<file path="src/rtl/dsq_pkg.sv">
package dsq_pkg;
    localparam int EXP_W   = 11;
    localparam int FRAC_W  = 52;
    localparam int WORD_W  = 1 + EXP_W + FRAC_W;
    localparam int SIG_W   = FRAC_W + 1;
    localparam int ROOT_W  = SIG_W + 1;
    localparam int RAD_W   = 2 * ROOT_W;
    localparam int REM_W   = ROOT_W + 3;
    localparam int SEXP_W  = EXP_W + 2;
    localparam int BIAS    = (1 << (EXP_W - 1)) - 1;
    localparam int CNT_W   = $clog2(ROOT_W + 1);
    localparam int LATENCY = ROOT_W + 1;

    localparam logic [WORD_W-1:0] DEF_QNAN =
        {1'b1, {EXP_W{1'b1}}, 1'b1, {(FRAC_W-1){1'b0}}};

    typedef enum logic [1:0] {
        RM_NEAR = 2'b00,
        RM_DOWN = 2'b01,
        RM_UP   = 2'b10,
        RM_ZERO = 2'b11
    } rmode_e;

    typedef enum logic [1:0] {
        ST_IDLE,
        ST_RUN,
        ST_FIN
    } state_e;

    typedef struct packed {
        logic              sign;
        logic [EXP_W-1:0]  exp;
        logic [FRAC_W-1:0] frac;
    } fp_t;

    typedef struct packed {
        logic              bypass;
        logic [WORD_W-1:0] bypass_val;
        logic              invalid;
        logic              denorm;
        logic [EXP_W-1:0]  rexp;
        logic [RAD_W-1:0]  rad;
    } prep_t;

    function automatic rmode_e pick_mode(logic [1:0] glob, logic [1:0] emb,
                                         logic w, logic b, logic s);
        return rmode_e'((w & b & s) ? emb : glob);
    endfunction

    function automatic int msb_index(logic [FRAC_W-1:0] v);
        int idx;
        idx = 0;
        for (int i = 0; i < FRAC_W; i++) begin
            if (v[i]) idx = i;
        end
        return idx;
    endfunction
endpackage

</file>
<file path="src/rtl/dsq_prep.sv">
module dsq_prep
    import dsq_pkg::*;
(
    input  logic [WORD_W-1:0] operand,
    output prep_t             prep
);
    fp_t                      op;
    logic                     exp_max;
    logic                     exp_zero;
    logic                     frac_nz;
    logic                     is_sub;
    logic [SIG_W-1:0]         sig;
    logic signed [SEXP_W-1:0] e_unb;
    int                       msb;

    assign op       = operand;
    assign exp_max  = &op.exp;
    assign exp_zero = (op.exp == '0);
    assign frac_nz  = |op.frac;
    assign is_sub   = exp_zero && frac_nz;

    // significand normalisation and unbiased exponent
    always_comb begin
        msb = msb_index(op.frac);
        if (is_sub) begin
            sig   = SIG_W'({1'b0, op.frac} << (FRAC_W - msb));
            e_unb = SEXP_W'(msb - (BIAS + FRAC_W - 1));
        end else begin
            sig   = {1'b1, op.frac};
            e_unb = SEXP_W'(int'(op.exp) - BIAS);
        end
    end

    always_comb begin
        prep        = '0;
        prep.denorm = is_sub;
        if (exp_max && frac_nz) begin
            prep.bypass = 1'b1;
            if (op.frac[FRAC_W-1]) begin
                prep.bypass_val = operand;
            end else begin
                prep.bypass_val = DEF_QNAN;
                prep.invalid    = 1'b1;
            end
        end else if (exp_zero && !frac_nz) begin
            prep.bypass     = 1'b1;
            prep.bypass_val = operand;
        end else if (op.sign) begin
            prep.bypass     = 1'b1;
            prep.bypass_val = DEF_QNAN;
            prep.invalid    = 1'b1;
        end else if (exp_max) begin
            prep.bypass     = 1'b1;
            prep.bypass_val = operand;
        end else begin
            // odd exponent: radicand doubled so the halved exponent is exact
            if (e_unb[0]) prep.rad = {sig, {(RAD_W-SIG_W){1'b0}}};
            else          prep.rad = {1'b0, sig, {(RAD_W-SIG_W-1){1'b0}}};
            prep.rexp = EXP_W'((e_unb >>> 1) + SEXP_W'(BIAS));
        end
    end
endmodule

</file>
<file path="src/rtl/dsq_recur.sv">
module dsq_recur
    import dsq_pkg::*;
(
    input  logic              clk,
    input  logic              rst,
    input  logic              load,
    input  logic              step,
    input  logic [RAD_W-1:0]  rad_in,
    output logic [ROOT_W-1:0] root,
    output logic              rem_nz
);
    logic [RAD_W-1:0]  rad_q;
    logic [REM_W-1:0]  rem_q;
    logic [ROOT_W-1:0] root_q;
    logic [REM_W-1:0]  rem_sh;
    logic [REM_W-1:0]  trial;
    logic [REM_W-1:0]  rem_nx;
    logic              fits;

    always_comb begin
        rem_sh = {rem_q[REM_W-3:0], rad_q[RAD_W-1 -: 2]};
        trial  = REM_W'({root_q, 2'b01});
        fits   = (rem_sh >= trial);
        rem_nx = fits ? (rem_sh - trial) : rem_sh;
    end

    always_ff @(posedge clk) begin
        if (rst) begin
            rad_q  <= '0;
            rem_q  <= '0;
            root_q <= '0;
        end else if (load) begin
            rad_q  <= rad_in;
            rem_q  <= '0;
            root_q <= '0;
        end else if (step) begin
            rad_q  <= {rad_q[RAD_W-3:0], 2'b00};
            rem_q  <= rem_nx;
            root_q <= {root_q[ROOT_W-2:0], fits};
        end
    end

    assign root   = root_q;
    assign rem_nz = |rem_q;
endmodule

</file>
<file path="src/rtl/dsq_round.sv">
module dsq_round
    import dsq_pkg::*;
(
    input  logic [ROOT_W-1:0] root,
    input  logic              rem_nz,
    input  logic [EXP_W-1:0]  rexp,
    input  rmode_e            mode,
    input  logic              bypass,
    input  logic [WORD_W-1:0] bypass_val,
    output logic [WORD_W-1:0] res,
    output logic              inexact
);
    logic              guard;
    logic              lsb;
    logic              inc;
    logic [SIG_W-1:0]  mant;
    logic [SIG_W:0]    sum;
    logic [EXP_W-1:0]  exp_f;

    always_comb begin
        guard = root[0];
        lsb   = root[1];
        mant  = root[ROOT_W-1:1];
        unique case (mode)
            RM_NEAR: inc = guard & (rem_nz | lsb);
            RM_UP:   inc = guard | rem_nz;
            default: inc = 1'b0;
        endcase
        sum   = {1'b0, mant} + (SIG_W+1)'(inc);
        exp_f = rexp + EXP_W'(sum[SIG_W]);
        if (bypass) begin
            res     = bypass_val;
            inexact = 1'b0;
        end else begin
            res     = {1'b0, exp_f, sum[FRAC_W-1:0]};
            inexact = guard | rem_nz;
        end
    end
endmodule

</file>
<file path="src/rtl/dp_sqrt_unit.sv">
module dp_sqrt_unit
    import dsq_pkg::*;
(
    input  logic              clk,
    input  logic              rst,
    input  logic              start,
    input  logic [WORD_W-1:0] operand,
    input  logic [1:0]        rc_global,
    input  logic [1:0]        rc_embed,
    input  logic              ovr_wide,
    input  logic              ovr_bcast,
    input  logic              ovr_srcreg,
    output logic [WORD_W-1:0] result,
    output logic              done,
    output logic              flg_invalid,
    output logic              flg_inexact,
    output logic              flg_denorm
);
    state_e            state;
    logic              busy;
    logic              accept;
    logic [CNT_W-1:0]  cnt;
    prep_t             prep_c;
    prep_t             prep_q;
    rmode_e            mode_q;
    logic [ROOT_W-1:0] root;
    logic              rem_nz;
    logic [WORD_W-1:0] res_c;
    logic              inexact_c;

    assign busy   = (state != ST_IDLE);
    assign accept = start && !busy;

    dsq_prep u_prep (
        .operand (operand),
        .prep    (prep_c)
    );

    dsq_recur u_recur (
        .clk    (clk),
        .rst    (rst),
        .load   (accept),
        .step   (state == ST_RUN),
        .rad_in (prep_c.rad),
        .root   (root),
        .rem_nz (rem_nz)
    );

    dsq_round u_round (
        .root       (root),
        .rem_nz     (rem_nz),
        .rexp       (prep_q.rexp),
        .mode       (mode_q),
        .bypass     (prep_q.bypass),
        .bypass_val (prep_q.bypass_val),
        .res        (res_c),
        .inexact    (inexact_c)
    );

    always_ff @(posedge clk) begin
        if (rst) begin
            state  <= ST_IDLE;
            cnt    <= '0;
            prep_q <= '0;
            mode_q <= RM_NEAR;
        end else begin
            unique case (state)
                ST_IDLE: if (accept) begin
                    state  <= ST_RUN;
                    cnt    <= '0;
                    prep_q <= prep_c;
                    mode_q <= pick_mode(rc_global, rc_embed, ovr_wide, ovr_bcast, ovr_srcreg);
                end
                ST_RUN: begin
                    cnt <= cnt + 1'b1;
                    if (cnt == CNT_W'(ROOT_W - 1)) state <= ST_FIN;
                end
                default: state <= ST_IDLE;
            endcase
        end
    end

    always_ff @(posedge clk) begin
        if (rst) begin
            result      <= '0;
            done        <= 1'b0;
            flg_invalid <= 1'b0;
            flg_inexact <= 1'b0;
            flg_denorm  <= 1'b0;
        end else begin
            done <= (state == ST_FIN);
            if (state == ST_FIN) begin
                result      <= res_c;
                flg_invalid <= prep_q.invalid;
                flg_inexact <= inexact_c;
                flg_denorm  <= prep_q.denorm;
            end
        end
    end
endmodule


</file>
<file path="config.mk">
export PLATFORM = sky130hd
export DESIGN_NAME = dp_sqrt_unit
export DESIGN_NICKNAME = d
export VERILOG_FILES = /design/src/rtl/dsq_pkg.sv /design/src/rtl/dsq_prep.sv /design/src/rtl/dsq_recur.sv /design/src/rtl/dsq_round.sv /design/src/rtl/dp_sqrt_unit.sv
export SDC_FILE = /design/constraint.sdc
export NUM_CORES = 1
export LEC_CHECK = 0
export ABC_AREA = 1
export BUFFER_PORTS_ARGS = -buffer_cell sky130_fd_sc_hd__buf_4
export CORE_AREA = 2 2 227 251
export DETAILED_ROUTE_END_ITERATION = 10
export DIE_AREA = 0 0 229 253
export GPL_TIMING_DRIVEN = 1
export PLACE_DENSITY = 0.59
export SETUP_SLACK_MARGIN = 0.15
export SYNTH_ARGS = -nofsm -noshare
export SYNTH_HDL_FRONTEND = slang
export SYNTH_SLANG_ARGS = --single-unit
</file>
<file path="constraint.sdc">
create_clock -name clk -period 7.1 [get_ports clk]
set_input_delay 0.71 -clock clk [delete_from_list [all_inputs] [get_ports clk]]
set_output_delay 0.71 -clock clk [all_outputs]
set_load 0.005 [all_outputs]
</file>
; ---- Yosys cells after proc, flatten, opt, wreduce, memory -nomap -nowiden
; Index checks and enable logic that the tools add are counted.
[op_classes]
n_addsub = 8
magnitude_cmp = 1
n_eq_ne = 6
n_shift = 1
muxes = 78
n_bitwise = 5
n_reduce_logical = 19
[op_table]
columns = op, count
row1 = $mux W32, 50
row2 = $mux W119, 4
row3 = $mux W108, 3
row4 = $mux W65, 3
row5 = $mux W64, 2
row6 = $mux W66, 1
row7 = $ge A57 B56 Y1, 1
row8 = $mux W57, 1
row9 = $reduce_or A57 Y1, 1
row10 = $sub A57 B56 Y57, 1
row11 = $add A53 B1 Y54, 1
row12 = $mux W53, 1
row13 = $shl A52 B32 Y53, 1
row14 = $reduce_or A52 Y1, 1
row15 = $sub A7 B32 Y32 const A, 1
row16 = $mux W12, 1
row17 = $pmux W6 S2, 1
row18 = $sub A11 B10 Y12 const B, 1
row19 = $sub A12 B12 Y12 const B, 1
row20 = $add A11 B1 Y11, 1
row21 = $add A11 B11 Y11 const B, 1
row22 = $logic_not A11 Y1, 1
row23 = $reduce_and A11 Y1, 1
row24 = $add A6 B1 Y6 const B, 1
row25 = other kinds (17), 37
[totals]
ff_bits = 375
input_bits = 74
output_inout_bits = 68
word_cells = 134

; ---- Longest topological paths before layout
[depth]
depth_word = 60
depth_mapped = 73
depth_no_buf = 71

; ---- Cells and area by module
; From an unflattened synthesis, not the netlist that was laid out.
[unflattened]
cells_unflattened = 5150
area_unflattened_um2 = 29361.9
[modules_own_cells]
columns = mod, n_inst, cells_each, area_per_inst_um2, seq_area_each_um2
row1 = dsq_recur, 1, 2371, 14411.3, 4384.2
row2 = dsq_prep, 1, 1547, 7018.0, 0.0
row3 = dp_sqrt_unit, 1, 713, 5515.3, 3123.0
row4 = dsq_round, 1, 519, 2417.3, 0.0

; ---- Least setup slack after synthesis
; Ideal clock, no wire load.
[synth_timing]
path_type = input port to flip-flop
start = input operand[2]
end = register u_recur.rad_q[77]
arrival_ps = 5091
path_slack_ps = 1900
stages = 68
path_cell_list = inv_2 > nand2_1 > nand2_1 > nand2_1 > nand2_1 > nand2_1 > nand2_1 > nand2_1 > nand2_1 > nand2_1 > nand2_1 > nand2_1 > nand2_1 > nand2_1 > nand2_1 > nand2_1 > nand2_1 > nand2_1 > [... 32 more ...] > nand2_4 > buf_6 > buf_2 > inv_1 > ha_1 > inv_1 > xor2_1 > clkbuf_1 > clkbuf_1 > nand3_1 > nand3_1 > nand2_1 > o21ai_0 > o21ai_0 > nand2_1 > nand3_1 > nand2_1 > inv_1
[synth_between]
elab_chain_len = 59
word_cells_on_any_way = 66
classes_between = add/sub (2) / shift (1) / mux (58) / reduce/logical (5)
[synth_rtl]
columns = item, line_no
row1 = start: declaration, dp_sqrt_unit.sv:7  ; input logic [WORD_W-1:0] operand,
row2 = $mux W32 (50 in a row), dsq_pkg.sv:54  ; if (v[i]) idx = i;
row3 = $sub A7 B32 Y32, dsq_prep.sv:26  ; sig = SIG_W'({1'b0, op.frac} << (FRAC_W - msb));
row4 = $shl A52 B32 Y53, dsq_prep.sv:26
row5 = $mux W53, dsq_prep.sv:25  ; if (is_sub) begin
row6 = $mux W108, dsq_prep.sv:57  ; if (e_unb[0]) prep.rad = {sig, {(RAD_W-SIG_W){1'b0}}};
row7 = $mux W119, dsq_prep.sv:52  ; end else if (exp_max) begin
row8 = $mux W119, dsq_prep.sv:48  ; end else if (op.sign) begin
row9 = $mux W119, dsq_prep.sv:45  ; end else if (exp_zero && !frac_nz) begin
row10 = $mux W119 *, dsq_prep.sv:37  ; if (exp_max && frac_nz) begin
row11 = $mux W108 *, dsq_recur.sv:32  ; end else if (load) begin
row12 = end signal: assignment, dsq_recur.sv:33  ; rad_q <= rad_in;
row13 = end signal: assignment, dsq_recur.sv:37  ; rad_q <= {rad_q[RAD_W-3:0], 2'b00};
row14 = end: declaration, dsq_recur.sv:12  ; logic [RAD_W-1:0] rad_q;
; Every way passes the cells marked *; elsewhere a longest branch is shown, timed or not.
; A chain may end at the register's enable or synchronous reset.

; ---- Worst setup path in the final report
[layout_timing]
start = register u_recur.rem_q[54]
end = register result[62]
[layout_between]
elab_chain_len = 7
word_cells_on_any_way = 8
classes_between = add/sub (2) / mux (2) / bitwise (3) / reduce/logical (1)
[layout_rtl]
columns = item, line_no
row1 = start: declaration, dsq_recur.sv:13  ; logic [REM_W-1:0] rem_q;
row2 = start signal: assignment, dsq_recur.sv:38  ; rem_q <= rem_nx;
row3 = $reduce_or A57 Y1 *, dsq_recur.sv:44  ; assign rem_nz = |rem_q;
row4 = $or A1 B1 Y1, dsq_round.sv:25  ; RM_NEAR: inc = guard & (rem_nz | lsb);
row5 = $and A1 B1 Y1, dsq_round.sv:25
row6 = $pmux W1 S2 *, dsq_round.sv:24  ; unique case (mode)
row7 = $add A53 B1 Y54 *, dsq_round.sv:29  ; sum = {1'b0, mant} + (SIG_W+1)'(inc);
row8 = $add A11 B1 Y11 *, dsq_round.sv:30  ; exp_f = rexp + EXP_W'(sum[SIG_W]);
row9 = $mux W64 *, dsq_round.sv:31  ; if (bypass) begin
row10 = end signal: assignment, dp_sqrt_unit.sv:93  ; result <= res_c;
row11 = end: declaration, dp_sqrt_unit.sv:13  ; output logic [WORD_W-1:0] result,
; Marks and branches as above.

==> impl_metrics.sql <==
INSERT INTO impl_metrics (metric_group, metric, value, unit) VALUES
('status', 'run_status', 'completed', ''),
('routing', 'viasPerCell', '5.55', ''),
('cells_and_area', 'antenna_cells_inserted', '0', ''),
('timing', 'clock_skew', '15.8', 'ps'),
('clock_network', 'worst_setup_hold_path_clk_slew', '70', 'ps'),
('yosys', 'synthDominantCellAreaShare', '0.279', ''),
('clock_network', 'latest_clock_arrival_within_the_worst_skew_pair', '550', 'ps'),
('cells_and_area', 'n_fill_cell', '6109', ''),
('timing', 'minimum_clock_period', '6190', 'ps'),
('clock_network', 'cts_buffer_depth', '3', ''),
('placement', 'io_buffer_count', '141', ''),
('clock_network', 'cts_root_buffer', 'sky130_fd_sc_hd__clkbuf_16', ''),
('yosys', 'ys_async_sr_fraction', '0', ''),
('clock_network', 'cts_sinks', '321', ''),
('timing', 'timing_max_transition_violations_final', '0', ''),
('cells_and_area', 'finish.utilization', '0.461', ''),
('timing', 'timing.final.crit_share', '0.872', ''),
('global_route', 'wire_length_of_the_first_global_routing_pass', '131000', 'µm'),
('setup_path', 'cp_data_required_time', '7490', 'ps'),
('floorplan', 'chipWidth', '229', 'µm'),
('global_route', 'gr-usage-all-layers', '0.280', ''),
('floorplan', 'die_area', '57900', 'µm²'),
('timing', 'setup-tns-final', '0', 'ps'),
('setup_path', 'worst_r2r_startpoint', 'u_recur.rem_q[54]$_SDFFE_PP0P_', ''),
('yosys', 'synth_area_leader_cell', 'sky130_fd_sc_hd__dfxtp_1', ''),
('worst_hold_path', 'hold_path_class', 'reg -> reg', ''),
('routing', 'drt_drc_violations_left', '0', ''),
('yosys', 'postSynthCellCount', '3697', ''),
('yosys', 'synth_common_cells', 'sky130_fd_sc_hd__nand2_1 (1006), sky130_fd_sc_hd__nand3_1 (468), sky130_fd_sc_hd__inv_1 (356)', ''),
('yosys', 'synth.area.top_cells', 'sky130_fd_sc_hd__dfxtp_1 (28%), sky130_fd_sc_hd__nand2_1 (16%), sky130_fd_sc_hd__nand3_1 (10%), sky130_fd_sc_hd__a21oi_1 (6.5%), sky130_fd_sc_hd__inv_1 (5.8%)', ''),
('setup_path', 'worst_r2r_endpoint', 'result[62]$_SDFFE_PP0P_', ''),
('global_route', 'grt_antenna_before_repair', '0', ''),
('yosys', 'sequential_share_of_the_synthesized_area', '0.279', ''),
('timing', 'slew_headroom', '0.330', ''),
('timing', 'worst_slew_pin_slew', '1000', 'ps'),
('floorplan', 'placeableCoreArea', '55600', 'µm²'),
('setup_path', 'rr_worst_depth', '42', ''),
('routing', 'finalWirelength', '82800', 'µm'),
('yosys', 'synth.ff_latch_count', '321', ''),
('cells_and_area', 'finish.net_count', '3848', ''),
('yosys', 'synth.lib_cells_used.distinct', '66', ''),
('routing', 'postRouteAntennaNets', '0', ''),
('global_route', 'pin_count_of_the_biggest_net_entering_global_routing', '92', ''),
('setup_path', 'cpMostUsedCell', 'sky130_fd_sc_hd__nor2_1', ''),
('setup_path', 'crit_path_launch', 'u_recur.rem_q[54]$_SDFFE_PP0P_', ''),
('timing', 'hold_viol_final', '0', ''),
('routing', 'vias', '24800', ''),
('setup_path', 'timing.setup.critical_path_class', 'reg -> reg', ''),
('routing', 'route.detailed.wl_per_inst', '18.5', 'µm'),
('cells_and_area', 'synthToLayoutAreaGrowth', '11.4', '%'),
('yosys', 'synth-warning-count', '0', ''),
('clock_network', 'cts-buffers-inserted', '37', ''),
('run', 'max_cap_viol_count', '0', ''),
('floorplan', 'design.portCount', '142', ''),
('floorplan', 'initial_utilization', '0.414', ''),
('timing', 'final-setup-viol-count', '0', ''),
('placement', 'dp.final_hpwl', '61200', 'µm'),
('routing', 'drt_pre_antenna_iters', '5', ''),
('global_route', 'grt_overflow', '0', ''),
('power', 'leakagePower', '11.3', 'nW'),
('yosys', 'yosys.cell_count.top_type', 'sky130_fd_sc_hd__nand2_1', ''),
('cells_and_area', 'fraction_of_final_layout_cells_with_drive_strength_greater_than_1', '0.0845', ''),
('setup_path', 'timing.critical_path.arrival', '6580', 'ps'),
('clock_network', 'hold_buffer_count_at_cts', '0', ''),
('setup_path', 'endpoint', 'result[62]$_SDFFE_PP0P_', ''),
('yosys', 'synth_edf_count', '0', ''),
('timing', 'fmax', '0.161', 'GHz'),
('power', 'ir_worst_vdd', '0.275', 'mV'),
('clock_network', 'cts_max_level', '2', ''),
('placement', 'place.gp.congestion', '0.981', ''),
('yosys', 'netlist_area', '23000', 'µm²');
## worst max-delay path, delay by kind of cell (launching register included)
kind,cells,cell delay (ps)
compound gates,5,590
fa+ha+maj,3,650
buf+inv,6,390
flops,1,460
simple gates,28,3940
## stage by stage
step                hold WS (ps)  worst slack (ps)  std cells  instance area (µm²)  total power (W)
floorplan                    429              1900       3697                23000          0.00603
global placement             439               701       4408                24400          0.00713
detailed placement           447               517       4408                24400          0.00706
CTS                          433               457       4470                25600          0.00897
global route                 452               229       4471                25600          0.00965
finish                       458               906       4471                25600          0.00900
## layout by cell type, fill, tap and decap left out, types with 5 or more instances in the layout
master                         n
sky130_fd_sc_hd__xor2_1       78
sky130_fd_sc_hd__nand4_1      28
sky130_fd_sc_hd__o22ai_1      65
sky130_fd_sc_hd__clkbuf_16    37
sky130_fd_sc_hd__a21oi_2      10
sky130_fd_sc_hd__nand3b_1      5
sky130_fd_sc_hd__a31oi_1      25
sky130_fd_sc_hd__nand3_1     467
sky130_fd_sc_hd__nor2_1      235
sky130_fd_sc_hd__o21a_1       34
sky130_fd_sc_hd__o211ai_1     39
sky130_fd_sc_hd__buf_4       175
sky130_fd_sc_hd__inv_2         6
sky130_fd_sc_hd__nand2_2      10
sky130_fd_sc_hd__o31ai_1       6
sky130_fd_sc_hd__xnor2_1      25
sky130_fd_sc_hd__clkinv_2      7
sky130_fd_sc_hd__o21ai_2       9
sky130_fd_sc_hd__a211oi_1      5
sky130_fd_sc_hd__clkinv_1      5
sky130_fd_sc_hd__a22oi_1       5
sky130_fd_sc_hd__a21oi_1     297
sky130_fd_sc_hd__o21ai_0     209
sky130_fd_sc_hd__nand2_1    1005
sky130_fd_sc_hd__clkbuf_1     10
sky130_fd_sc_hd__dfxtp_1     320
sky130_fd_sc_hd__a221oi_2      7
sky130_fd_sc_hd__a221oi_1     16
sky130_fd_sc_hd__nor3_1       37
sky130_fd_sc_hd__nor4_1       35
sky130_fd_sc_hd__o21ai_1      14
sky130_fd_sc_hd__inv_1       354
sky130_fd_sc_hd__ha_1         69
## sequential cells by signal (all words and copies together) (netlist names)
| name | count |
|---|---|
| result | 64 |
| flg_inexact | 1 |
| done | 1 |
| u_recur.root | 54 |
| flg_denorm | 1 |
| prep_q | 78 |
| u_recur.rad_q | 54 |
| u_recur.rem_q | 57 |
| flg_invalid | 1 |
| cnt | 6 |
| mode_q | 2 |
| state | 2 |
## worst min path at each step
stage	start	to	slack, ps	depth (start not counted)
global route	operand[16]	prep_q[137]$_SDFFE_PP0P_	450	3
global placement	prep_q[139]$_SDFFE_PP0P_	prep_q[139]$_SDFFE_PP0P_	440	2
floorplan	prep_q[121]$_SDFFE_PP0P_	prep_q[121]$_SDFFE_PP0P_	430	2
CTS	operand[7]	prep_q[128]$_SDFFE_PP0P_	430	3
finish	prep_q[139]$_SDFFE_PP0P_	prep_q[139]$_SDFFE_PP0P_	460	2
detailed placement	prep_q[139]$_SDFFE_PP0P_	prep_q[139]$_SDFFE_PP0P_	450	2
## cell families after synthesis
group | share of synthesized area
xor+xnor | 0.0400
simple gates | 0.343
fa+ha+maj | 0.0381
compound gates | 0.196
buf+inv | 0.104
flops | 0.279
## report_power, final
part | internal [W] | switching (W)
Combinational | 0.00183 | 0.00325
Sequential | 0.00195 | 0.000120
Clock | 0.00107 | 0.000782
Total | 0.00485 | 0.00415
## routing by layer
metal  wire [µm]  share of wire  track usage  up-vias
met2       39000           0.47        0.483      805
met4        2760          0.033       0.0933        0
met3        4720          0.057       0.0271      144
met1       36300           0.44        0.366    11500
met5           0              0            0        -
li1            -              -            -    12300
## cell type report
type                    count  area, µm²  share of cell area
inverters                 370       1400              0.0548
repair buffers            179       1390              0.0544
clock inverters            11        116             0.00454
well taps                 744        931              0.0363
multi-input cells        2795      14300               0.559
flip-flops and latches    321       6430               0.251
clock buffers              51       1020              0.0398
## what timing repair did
| action | in CTS | in global routing |
|---|---|---|
| endpoints found under the setup margin | 0 | 4 |
| setup buffers | 0 | 1 |
| resized for setup | 0 | 6 |
(Power assumes the default switching activity.)
